--- src/rtl/opspec_pkg.sv ---
package opspec_pkg;

    localparam int REG_W  = 4;
    localparam int DATA_W = 16;
    localparam int BYTE_W = 8;
    localparam int INC_W  = 2;

    localparam logic [REG_W-1:0] IDX_PC = REG_W'(0);
    localparam logic [REG_W-1:0] IDX_SR = REG_W'(2);
    localparam logic [REG_W-1:0] IDX_CG = REG_W'(3);

    typedef enum logic [2:0] {
        AM_REG       = 3'd0,
        AM_INDEXED   = 3'd1,
        AM_SYMBOLIC  = 3'd2,
        AM_ABSOLUTE  = 3'd3,
        AM_INDIRECT  = 3'd4,
        AM_AUTOINC   = 3'd5,
        AM_IMMEDIATE = 3'd6,
        AM_CONST     = 3'd7
    } addr_mode_e;

    typedef enum logic [2:0] {
        CG_ZERO  = 3'd0,
        CG_ONE   = 3'd1,
        CG_TWO   = 3'd2,
        CG_FOUR  = 3'd3,
        CG_EIGHT = 3'd4,
        CG_ONES  = 3'd5
    } cg_sel_e;

    typedef struct packed {
        addr_mode_e       mode;
        logic             ext;
        logic             cg_hit;
        cg_sel_e          cg_sel;
        logic [INC_W-1:0] inc;
    } src_info_t;

    function automatic logic mode_needs_ext(addr_mode_e m);
        return (m == AM_INDEXED) || (m == AM_SYMBOLIC) ||
               (m == AM_ABSOLUTE) || (m == AM_IMMEDIATE);
    endfunction

endpackage

--- src/rtl/opspec_src_dec.sv ---
module opspec_src_dec
    import opspec_pkg::*;
(
    input  logic [1:0]       as_i,
    input  logic [REG_W-1:0] reg_i,
    input  logic             byte_i,
    output src_info_t        info_o
);
    src_info_t info;

    always_comb begin
        info        = '0;
        info.mode   = AM_REG;
        info.cg_sel = CG_ZERO;
        if (reg_i == IDX_CG) begin
            info.mode   = AM_CONST;
            info.cg_hit = 1'b1;
            unique case (as_i)
                2'b00:   info.cg_sel = CG_ZERO;
                2'b01:   info.cg_sel = CG_ONE;
                2'b10:   info.cg_sel = CG_TWO;
                default: info.cg_sel = CG_ONES;
            endcase
        end else if (reg_i == IDX_SR && as_i[1]) begin
            info.mode   = AM_CONST;
            info.cg_hit = 1'b1;
            info.cg_sel = as_i[0] ? CG_EIGHT : CG_FOUR;
        end else begin
            unique case (as_i)
                2'b00:   info.mode = AM_REG;
                2'b01:   info.mode = (reg_i == IDX_PC) ? AM_SYMBOLIC :
                                     (reg_i == IDX_SR) ? AM_ABSOLUTE : AM_INDEXED;
                2'b10:   info.mode = AM_INDIRECT;
                default: info.mode = (reg_i == IDX_PC) ? AM_IMMEDIATE : AM_AUTOINC;
            endcase
        end
        info.ext = mode_needs_ext(info.mode);
        if (info.mode == AM_AUTOINC)
            info.inc = byte_i ? INC_W'(1) : INC_W'(2);
    end

    assign info_o = info;
endmodule

--- src/rtl/opspec_dst_dec.sv ---
module opspec_dst_dec
    import opspec_pkg::*;
(
    input  logic             ad_i,
    input  logic [REG_W-1:0] reg_i,
    output addr_mode_e       mode_o,
    output logic             ext_o
);
    always_comb begin
        if (!ad_i)
            mode_o = AM_REG;
        else if (reg_i == IDX_PC)
            mode_o = AM_SYMBOLIC;
        else if (reg_i == IDX_SR)
            mode_o = AM_ABSOLUTE;
        else
            mode_o = AM_INDEXED;
    end

    assign ext_o = ad_i;
endmodule

--- src/rtl/opspec_const_gen.sv ---
module opspec_const_gen
    import opspec_pkg::*;
(
    input  logic              hit_i,
    input  cg_sel_e           sel_i,
    input  logic              byte_i,
    output logic [DATA_W-1:0] val_o
);
    localparam logic [DATA_W-1:0] BYTE_ONES = {{(DATA_W-BYTE_W){1'b0}}, {BYTE_W{1'b1}}};

    always_comb begin
        val_o = '0;
        if (hit_i) begin
            unique case (sel_i)
                CG_ONE:   val_o = DATA_W'(1);
                CG_TWO:   val_o = DATA_W'(2);
                CG_FOUR:  val_o = DATA_W'(4);
                CG_EIGHT: val_o = DATA_W'(8);
                CG_ONES:  val_o = byte_i ? BYTE_ONES : '1;
                default:  val_o = '0;
            endcase
        end
    end
endmodule

--- src/rtl/opspec_decoder.sv ---
module opspec_decoder
    import opspec_pkg::*;
(
    input  logic [1:0]        src_as,
    input  logic [REG_W-1:0]  src_reg,
    input  logic              dst_ad,
    input  logic [REG_W-1:0]  dst_reg,
    input  logic              byte_op,
    output logic [2:0]        src_mode,
    output logic [2:0]        dst_mode,
    output logic [DATA_W-1:0] const_val,
    output logic              const_valid,
    output logic              src_ext,
    output logic              dst_ext,
    output logic [INC_W-1:0]  post_inc
);
    src_info_t  s_info;
    addr_mode_e d_mode;

    opspec_src_dec u_src (
        .as_i   (src_as),
        .reg_i  (src_reg),
        .byte_i (byte_op),
        .info_o (s_info)
    );

    opspec_dst_dec u_dst (
        .ad_i   (dst_ad),
        .reg_i  (dst_reg),
        .mode_o (d_mode),
        .ext_o  (dst_ext)
    );

    opspec_const_gen u_cg (
        .hit_i  (s_info.cg_hit),
        .sel_i  (s_info.cg_sel),
        .byte_i (byte_op),
        .val_o  (const_val)
    );

    assign src_mode    = s_info.mode;
    assign dst_mode    = d_mode;
    assign const_valid = s_info.cg_hit;
    assign src_ext     = s_info.ext;
    assign post_inc    = s_info.inc;

    // Cross-module consistency checks on the combined outputs
    always_comb begin
        p_const_no_ext_r7: assert (!(const_valid && src_ext));
        p_inc_only_autoinc_r9: assert ((post_inc == '0) || (src_mode == AM_AUTOINC));
        p_idle_const_zero_r10: assert (const_valid || (const_val == '0));
        p_byte_const_narrow_r5: assert (!(const_valid && byte_op) ||
                                        (const_val[DATA_W-1:BYTE_W] == '0));
        p_dst_mode_range_r6: assert (dst_mode[2] == 1'b0);
        p_dst_ext_follows_ad_r8: assert (dst_ext == (dst_mode != AM_REG));
    end
endmodule

--- config.mk ---
export PLATFORM = sky130hd
export DESIGN_NAME = opspec_decoder
export DESIGN_NICKNAME = d
export VERILOG_FILES = /design/src/rtl/opspec_pkg.sv /design/src/rtl/opspec_src_dec.sv /design/src/rtl/opspec_dst_dec.sv /design/src/rtl/opspec_const_gen.sv /design/src/rtl/opspec_decoder.sv
export SDC_FILE = /design/constraint.sdc
export NUM_CORES = 1
export LEC_CHECK = 0
export ABC_AREA = 0
export BUFFER_PORTS_ARGS = -buffer_cell sky130_fd_sc_hd__buf_2
export CAP_MARGIN = 20
export CORE_AREA = 2 2 39 41
export DETAILED_ROUTE_END_ITERATION = 10
export DIE_AREA = 0 0 41 43
export PLACE_DENSITY = 0.67
export SLEW_MARGIN = 20
export SYNTH_ARGS = -nofsm -noshare
export SYNTH_HDL_FRONTEND = slang
export SYNTH_HIERARCHICAL = 1
export SYNTH_SLANG_ARGS = --single-unit
--- constraint.sdc ---
create_clock -name vclk -period 3.83
set_input_delay 0.766 -clock vclk [all_inputs]
set_output_delay 0.766 -clock vclk [all_outputs]
set_load 0.01 [all_outputs]
* Word-level counts from Yosys, hierarchy flattened
Cells that the tools add are included.
** Storage, ports and cells
- Bits in registers :: 0
- Input port bits :: 12
- Output and inout port bits :: 27
- Logic and storage cells :: 40
** Operators by class
- Equal/unequal tests :: 15
- Muxes and demuxes :: 18
- Reduce and logical (&&, ||, !) cells :: 7
** Operator list (count)
- case mux 16 bit (5 select lines) :: 1
- two-way mux 16 bit :: 2
- two-way mux 3 bit :: 6
- case mux 3 bit (3 select lines) :: 2
- == test 3 x 2 -> 1 bit (second input constant) :: 4
- == test 3 bit (second input constant) :: 4
- == test 4 x 2 -> 1 bit (second input constant) :: 3
- two-way mux 2 bit :: 5
- zero test 4 bit :: 2
- two-way mux 4 bit :: 2
- == test 3 x 1 -> 1 bit (second input constant) :: 2
- logical OR 1 bit :: 3
- == test 2 x 1 -> 1 bit (second input constant) :: 1
- == test 2 bit (second input constant) :: 1
- zero test 2 bit :: 1
- logical AND 1 bit :: 1

* Depth between registers and ports, before layout
Gate-level depths: netlist of run 1.
- Depth after elaboration :: 10
- Mapped depth :: 7
- Gate-level depth less buffers :: 6

* Modules after synthesis
Netlist of run 1, hierarchy kept.
** Modules (own cells, without submodules)
- opspec_src_dec :: instances 1, cells each 25, area an instance 170.2 µm², sequential area each 0.0 µm²
- opspec_const_gen :: instances 1, cells each 23, area an instance 166.4 µm², sequential area each 0.0 µm²
- opspec_dst_dec :: instances 1, cells each 5, area an instance 38.8 µm², sequential area each 0.0 µm²

* Worst setup path after synthesis of run 1
Ideal clock, no wire load.
- Kind :: input-to-output
- Start point :: in src_reg[3]
- End point :: out const_val[10]
- Data arrival time :: 2831 ps
- Required time :: 3064 ps
- Slack :: 233 ps
- Stages :: 6
- Buffers on the path :: 1
- Path through :: or3b_1 -> nor2_1 -> ha_1 -> nand2b_1 -> nor3_1 -> buf_4
** RTL lines
- start: declaration :: line opspec_decoder.sv:5 : input logic [REG_W-1:0] src_reg,
- end: declaration :: line opspec_decoder.sv:11 : output logic [DATA_W-1:0] const_val,

==> impl_metrics.toml, run 1 <==
[outcome]
status = "finished, final reports clean"

[sta]
hold_viol = 0
fin_ws_ns = 0.407
fmax_mhz = 292
final_max_slew_viol_count = 0
period_share_pct = 89.4
tns_ns = 0
layout_min_cycle_time_ns = 3.42
setup_viol = 0
grt_setup_unrepaired = "false"

[worst_setup_path]
crit_required_ns = 3.06
critPathMaxFanout = 8
path_cells = "buf_2, or3b_1, nor2_1, ha_1, nand2b_1, nor3_2, buf_2"
crit_family = "simple AND/OR/NAND/NOR gates"
crit_buf_inv = 2
crit_slowest_cell = "or3b_1"
worstSetupStartpointType = "input port"
crit_type = "input port to output port"
path_common_cell = "buf_2"
crit_path_end_kind = "output port"
cp_slowest_stage_delay_ns = 0.43
crit_arrival_ns = 2.66

[cells_and_area]
seq_cells = 0
n_antenna_cell = 0
fillCellCount = 148
clkbuf_count = 0
area_delta_synth_final_pct = 31.3
final_nets = 93
multiInputGateArea_um2 = 272
register_area_um2 = 0
drive_gt1_share_pct = 57.7

[floorplanning]
pin_count = 39
start_util_pct = 27.1
dieArea_mm2 = 0.00176
coreArea_mm2 = 0.00138
die_x_um = 41
fp.dieH_um = 43
placementRows = 14

[logic_synthesis]
synth_area_leaders = "buf_4 26%, or3b_1 7.0%, nand2b_1 5.0%"
avgSynthCellArea_um2 = 7.08
synth_top_area_share_pct = 26.0
ys_types = 27
synth_largest_area_cell = "buf_4"
syn_nets = 66
synth_cells = 53
synth_warnings = 6
syn_area_um2 = 375
seq_area_frac_synth_pct = 0

[routing]
remaining_drc_errors = 0
via_per_inst = 4.86
vias = 457
drtIter0Drc = 12
wl_per_cell_um = 9.32
wl_um = 876
firstDrtPassIters = 4
drt.antenna.violating_nets = 0

[placed_design]
place_hpwl_um = 783
port_buffers = 38
routabilityCongestion = 0.706
pre_cts_ws_ns = 0.210

[grt]
grt_pass1_wl_um = 1210
grt-ovfl-total = 0
track_usage_pct = 9.09
antenna_found_initial = 0
grt_start_max_net_pins = 10
grt_pass1_vias = 325

[power_and_ir_drop]
leakage_nw = 0.269
power_density_mw_per_mm2 = 69.1
vdd_ir_drop_max_mv = 0.0318

[clock_tree]
post_cts_buffers = 0
post_cts_resized = 0
postCtsHoldBufs = 0

[hold_path]
hp-class = "input port to output port"

[flow_run]
maxCapViolations = 0
==> cell usage after synthesis, drive strengths merged <==
library cell	n
nor4b	1
o31a	1
a211oi	2
or3b	3
conb	1
nand3b	2
nor3b	2
o41a	1
and2	1
a21boi	1
inv	3
buf	13
ha	1
nor3	1
and3	1
nor2	5
o32ai	1
xnor2	1
o32a	1
nand2b	3
o22a	1
a21oi	3
o21ai	1
a21o	1
nand2	2
==> layout by cell type (no fill, tap or decap) <==
master and n:
a21boi_1 1, or3b_1 3, ha_1 1, and2_1 1, xnor2_1 1, conb_1 1
a211oi_1 2, buf_2 38, nand3b_1 2, nor4b_1 1, nor3b_1 1, o32ai_1 1
nand2_1 2, a21oi_1 1, nor3b_2 1, o22a_1 1, and3_2 1, a21oi_2 2
o41a_1 1, o32a_1 1, o21ai_0 1, o31a_2 1, inv_1 3, nor3_2 1
nand2b_1 3, nor2_1 5, a21o_2 1
==> power breakdown <==
group,internal (mW),switching (mW)
sequential,0,0
combinational,0.0158,0.0183
clock,0,0
total,0.0158,0.0183
==> routing by layer <==
layer	track usage (%)	share of wire (%)	wire length, µm	vias up
met1	9.49	36	314	195
met3	0	15	132	0
met2	19.1	49	428	33
met5	0	0	0	-
met4	0	0	0	0
li1	-	-	-	229
==> area by class of cell <==
| cell class | count | share of cell area, % |
|---|---|---|
| multi-input cells | 37 | 55.1 |
| well taps | 16 | 4.06 |
| inverters | 3 | 2.28 |
| repair buffers | 38 | 38.6 |
==> kinds of logic after synthesis <==
logic type | synth area share [%]
adder cells (fa/ha/maj) | 3.33
AO/OA/AOI/OAI | 28.7
XOR/XNOR | 2.33
buffers and inverters | 29.0
other | 0.999
AND/OR/NAND/NOR | 35.7
==> metrics by stage <==
step | util (%) | instances | power [mW] | hold WS (ns) | instance area (µm²)
finish | 35.6 | 94 | 0.0341 | 1.75 | 493
global route | 35.6 | 94 | 0.0375 | 1.76 | 493
CTS | 35.3 | 94 | 0.0344 | 1.75 | 488
detailed placement | 35.3 | 94 | 0.0343 | 1.75 | 488
global placement | 35.3 | 94 | 0.0335 | 1.74 | 488
floorplan | - | 53 | 0.0195 | 1.58 | 375
==> final timing paths <==
check | from | endpoint | slack [ns] | cells past startpoint
max | src_reg[3] | const_val[9] | 0.41 | 7
min | dst_ad | dst_ext | 1.75 | 2
Power figures use the tool's default switching activity.
==> run 2: changes to the inputs <==
Settings changed: SETUP_SLACK_MARGIN set to 0.5.
==> impl_metrics.toml, run 2 (synthesis gave the netlist of run 1 again) <==
[outcome]
status = "finished, final reports clean"

[grt]
antenna_found_initial = 0
grt_pass1_wl_um = 1230
grt-ovfl-total = 0
grt_pass1_vias = 320
grt_start_max_net_pins = 10
track_usage_pct = 9.19

[power_and_ir_drop]
finalPower_mw = 0.0372
vdd_ir_drop_max_mv = 0.0391
leakage_nw = 0.289
power_density_mw_per_mm2 = 70.5

[floorplanning]
coreArea_mm2 = 0.00138
dieArea_mm2 = 0.00176
fp.dieH_um = 43
die_x_um = 41
pin_count = 39
start_util_pct = 27.1
placementRows = 14

[sta]
fmax_mhz = 318
hold_viol = 0
setup_viol = 0
tns_ns = 0
period_share_pct = 82.0
fin_ws_ns = 0.690
layout_min_cycle_time_ns = 3.14
final_max_slew_viol_count = 0
grt_setup_unrepaired = "false"

[cells_and_area]
final_common_cell = "buf_2"
register_area_um2 = 0
area_delta_synth_final_pct = 40.3
clkbuf_count = 0
mostFrequentLayoutCells = "38 x buf_2, 4 x nor2_1, 3 x inv_1"
instances_no_fill = 94
final_nets = 93
drive_gt1_share_pct = 61.5
n_antenna_cell = 0
fin_area_um2 = 527
seq_cells = 0
fillCellCount = 154

[placed_design]
place_hpwl_um = 742
place_area_um2 = 499
routabilityCongestion = 0.772
dp_cells = 94
pre_cts_ws_ns = 0.424
port_buffers = 38

[routing]
drt.antenna.violating_nets = 0
via_per_inst = 4.91
firstDrtPassIters = 4
wl_per_cell_um = 9.69
drtIter0Drc = 5
vias = 462
wl_um = 911
remaining_drc_errors = 0

[worst_setup_path]
crit_arrival_ns = 2.37
crit_buf_inv = 3
path_common_cell = "buf_2"
path_cells = "buf_2, nor3b_4, and3_4, inv_1, ha_1, nand2b_4, nor3_4, buf_2"
crit_family = "simple AND/OR/NAND/NOR gates"
crit_slowest_cell = "ha_1"
crit_required_ns = 3.06
crit_type = "input port to output port"
critPathMaxFanout = 8
worstSetupStartpointType = "input port"
cp_slowest_stage_delay_ns = 0.31
path_depth = 8
crit_path_end_kind = "output port"

[clock_tree]
postCtsHoldBufs = 0
post_cts_buffers = 0

[hold_path]
worstHoldStart = "dst_ad"
min_path_cells = 2
whs_endpoint = "dst_ext"
hp-class = "input port to output port"

[flow_run]
maxCapViolations = 0
-- run 2: cell counts in the layout (fill, tap and decap cells not counted) --
Identical to the previous run, type by type.
-- run 2: area by class of cell --
| type | count | area (µm²) | share of cell area (%) |
|---|---|---|---|
| inverters | 3 | 11.3 | 2.14 |
| multi-input cells | 37 | 305 | 58.0 |
| well taps | 16 | 20.0 | 3.80 |
| repair buffers | 38 | 190 | 36.1 |
-- run 2: per-layer routing --
metal  part of all wire (%)  up-vias  track usage (%)
li1                       -      228                -
met1                     38      203             11.1
met2                     49       31             17.8
met3                     13        0                0
met4                      0        0                0
met5                      0        -                0
-- run 2: report_power, final --
group | internal [mW] | total, mW | switching [mW]
clock network | 0 | 0 | 0
logic | 0.0171 | 0.0372 | 0.0200
registers | 0 | 0 | 0
total | 0.0171 | 0.0372 | 0.0200
-- run 2: worst max-delay path by stage --
stage,start,endpoint,slack [ns]
final,src_reg[2],const_val[13],0.69
after global routing,src_reg[2],const_val[14],0.52
after global placement,src_reg[3],const_val[10],0.50
after detailed placement,src_reg[3],const_val[13],0.42
after CTS,src_reg[3],const_val[13],0.51
after floorplan,src_reg[3],const_val[10],0.59
-- run 2: stage by stage --
stage,utilization [%],hold WS (ns)
floorplan,-,1.57
global placement,36.1,1.74
detailed placement,36.1,1.74
CTS,36.3,1.75
global route,38.1,1.76
finish,38.1,1.74
-- run 2: repair_timing --
item,CTS,global route
gates resized for setup,1,6
setup endpoints to repair,12,12
pin swaps,0,3
==> run 3: changes to the inputs <==
Settings changed: ABC_AREA 0 to 1, PLACE_DENSITY 0.67 to 0.69.
Clock period 3.83 ns to 3 ns, I/O delays scaled along.
==> impl_metrics.toml, run 3 <==
[hold_path]
hp-class = "input port to output port"
min_path_cells = 2
whs_endpoint = "dst_ext"
worstHoldStart = "dst_ad"

[cells_and_area]
area_delta_synth_final_pct = 90.6
final_nets = 128
fillCellCount = 139
register_area_um2 = 0
mostFrequentLayoutCells = "34 x buf_2, 9 x buf_4, 8 x nand2_2, 8 x nor2_1, 8 x nand2_1"
fin_area_um2 = 761
final_common_cell = "buf_2"
multiInputGateArea_um2 = 372
clkbuf_count = 0
n_antenna_cell = 0
drive_gt1_share_pct = 69.0
seq_cells = 0

[power_and_ir_drop]
pwr-share-clk_pct = 0
seqPwrFrac_pct = 0
vdd_ir_drop_max_mv = 0.0778
swShare_pct = 53.9
leakage_nw = 0.440
p_comb_share_pct = 100.0
power_density_mw_per_mm2 = 103
p_sw_mw = 0.0422
internal_power_mw = 0.0361

[logic_synthesis]
synth_top_area_share_pct = 22.6
synth_cells = 75
synth_area_leaders = "buf_4 23%, nand2_1 14%, a21oi_1 7.5%"
synth_common_cells = "15 x nand2_1, 12 x buf_4, 8 x inv_1, 8 x nor2_1"
synth_warnings = 6
synth_largest_area_cell = "buf_4"
ys_types = 19
syn_area_um2 = 399
syn_nets = 88
yosysMostFrequentCell = "nand2_1"
avgSynthCellArea_um2 = 5.32
seq_area_frac_synth_pct = 0

[grt]
grt_start_max_net_pins = 9
track_usage_pct = 13.6
grt_pass1_vias = 480
grt_pass1_wl_um = 1810
grt-ovfl-total = 0
antenna_found_initial = 0

[floorplanning]
die_x_um = 41
fp.dieH_um = 43
coreArea_mm2 = 0.00138
placementRows = 14
dieArea_mm2 = 0.00176
start_util_pct = 28.8
pin_count = 39

[worst_setup_path]
crit_arrival_ns = 2.15
crit_path_end_kind = "output port"
critPathMaxFanout = 8
worstSetupStartpointType = "input port"
crit_required_ns = 2.40
crit_type = "input port to output port"

[sta]
fmax_mhz = 363
tns_ns = 0
grt_setup_unrepaired = "true"
setup_viol = 0
hold_viol = 0
layout_min_cycle_time_ns = 2.75
fin_ws_ns = 0.246
final_max_slew_viol_count = 0
whs_ns = 1.42
period_share_pct = 91.8

[routing]
wl_per_cell_um = 9.84
vias = 579
remaining_drc_errors = 0
drtIter0Drc = 9
via_per_inst = 4.49
wl_um = 1270
drt.antenna.violating_nets = 0
firstDrtPassIters = 4

[placed_design]
place_hpwl_um = 954
place_area_um2 = 583
pre_cts_ws_ns = 0.136
port_buffers = 38
routabilityCongestion = 0.761

[outcome]
status = "finished, final reports clean"

[flow_run]
maxCapViolations = 0
## run 3: cell types whose count changed after synthesis, sizes merged, moves of 3 or more
cell	delta
nor2	+8
nand2b	-3
a21oi	+3
nand2	+15
inv	+9
nand3	+6
or3b	-3
## run 3: metrics by stage
step / cells / util (%) / total power [mW]
floorplan: 75 / - / 0.0328
global placement: 117 / 42.1 / 0.0553
detailed placement: 117 / 42.1 / 0.0570
CTS: 123 / 47.9 / 0.0660
global route: 129 / 55.0 / 0.0861
finish: 129 / 55.0 / 0.0783
## run 3: cell type report
| type | instances | area share [%] |
|---|---|---|
| multi-input combinational | 50 | 48.8 |
| timing repair buffer | 50 | 42.1 |
| inverter | 13 | 6.41 |
| tap | 16 | 2.63 |
## run 3: cell families (layout without fill, tap and decap cells)
kind of cell    count (synthesis)  count (layout)  synth area share [%]
simple gates                   40              40                  48.6
buf+inv                        25              63                  34.8
compound gates                  8               8                  12.5
fa+ha+maj                       1               1                  3.13
other cells                     1               1                 0.940
## run 3: worst max path at each step
| stage | start | to |
|---|---|---|
| after floorplan | src_reg[2] | const_val[10] |
| after global placement | src_reg[2] | const_val[11] |
| after detailed placement | src_reg[2] | const_val[15] |
| after CTS | src_reg[3] | const_val[15] |
| after global routing | src_reg[3] | const_val[15] |
| final | src_reg[3] | const_val[15] |
## run 3: repair_timing
item,in CTS,in global routing
hold buffers,0,0
gates cloned,0,0
gates resized for setup,12,13
pin swaps,8,12
setup endpoints to repair,15,15
setup buffers,6,6
## run 3: worst max-delay path, stage by stage
cell,delay (ns)
buf_8,0.10
buf_6,0.11
nor4_4,0.32
inv_2,0.10
ha_4,0.25
or2_4,0.24
nor3_4,0.26
buf_2,0.18
## run 3: routing by layer
| metal | GRT usage, % | vias to the layer above | wire (µm) |
|---|---|---|---|
| met3 | 0.524 | 0 | 94 |
| met1 | 14.3 | 254 | 487 |
| met4 | 0.667 | 0 | 0 |
| met2 | 27.8 | 27 | 688 |
| li1 | - | 298 | - |
| met5 | 0 | - | 0 |
## run 3: power by group through the flow
stage | sequential (mW) | combinational, mW | clock (mW)
after floorplan | 0 | 0.0328 | 0
after global placement | 0 | 0.0553 | 0
after detailed placement | 0 | 0.0570 | 0
after CTS | 0 | 0.0660 | 0
after global routing | 0 | 0.0861 | 0
final | 0 | 0.0783 | 0
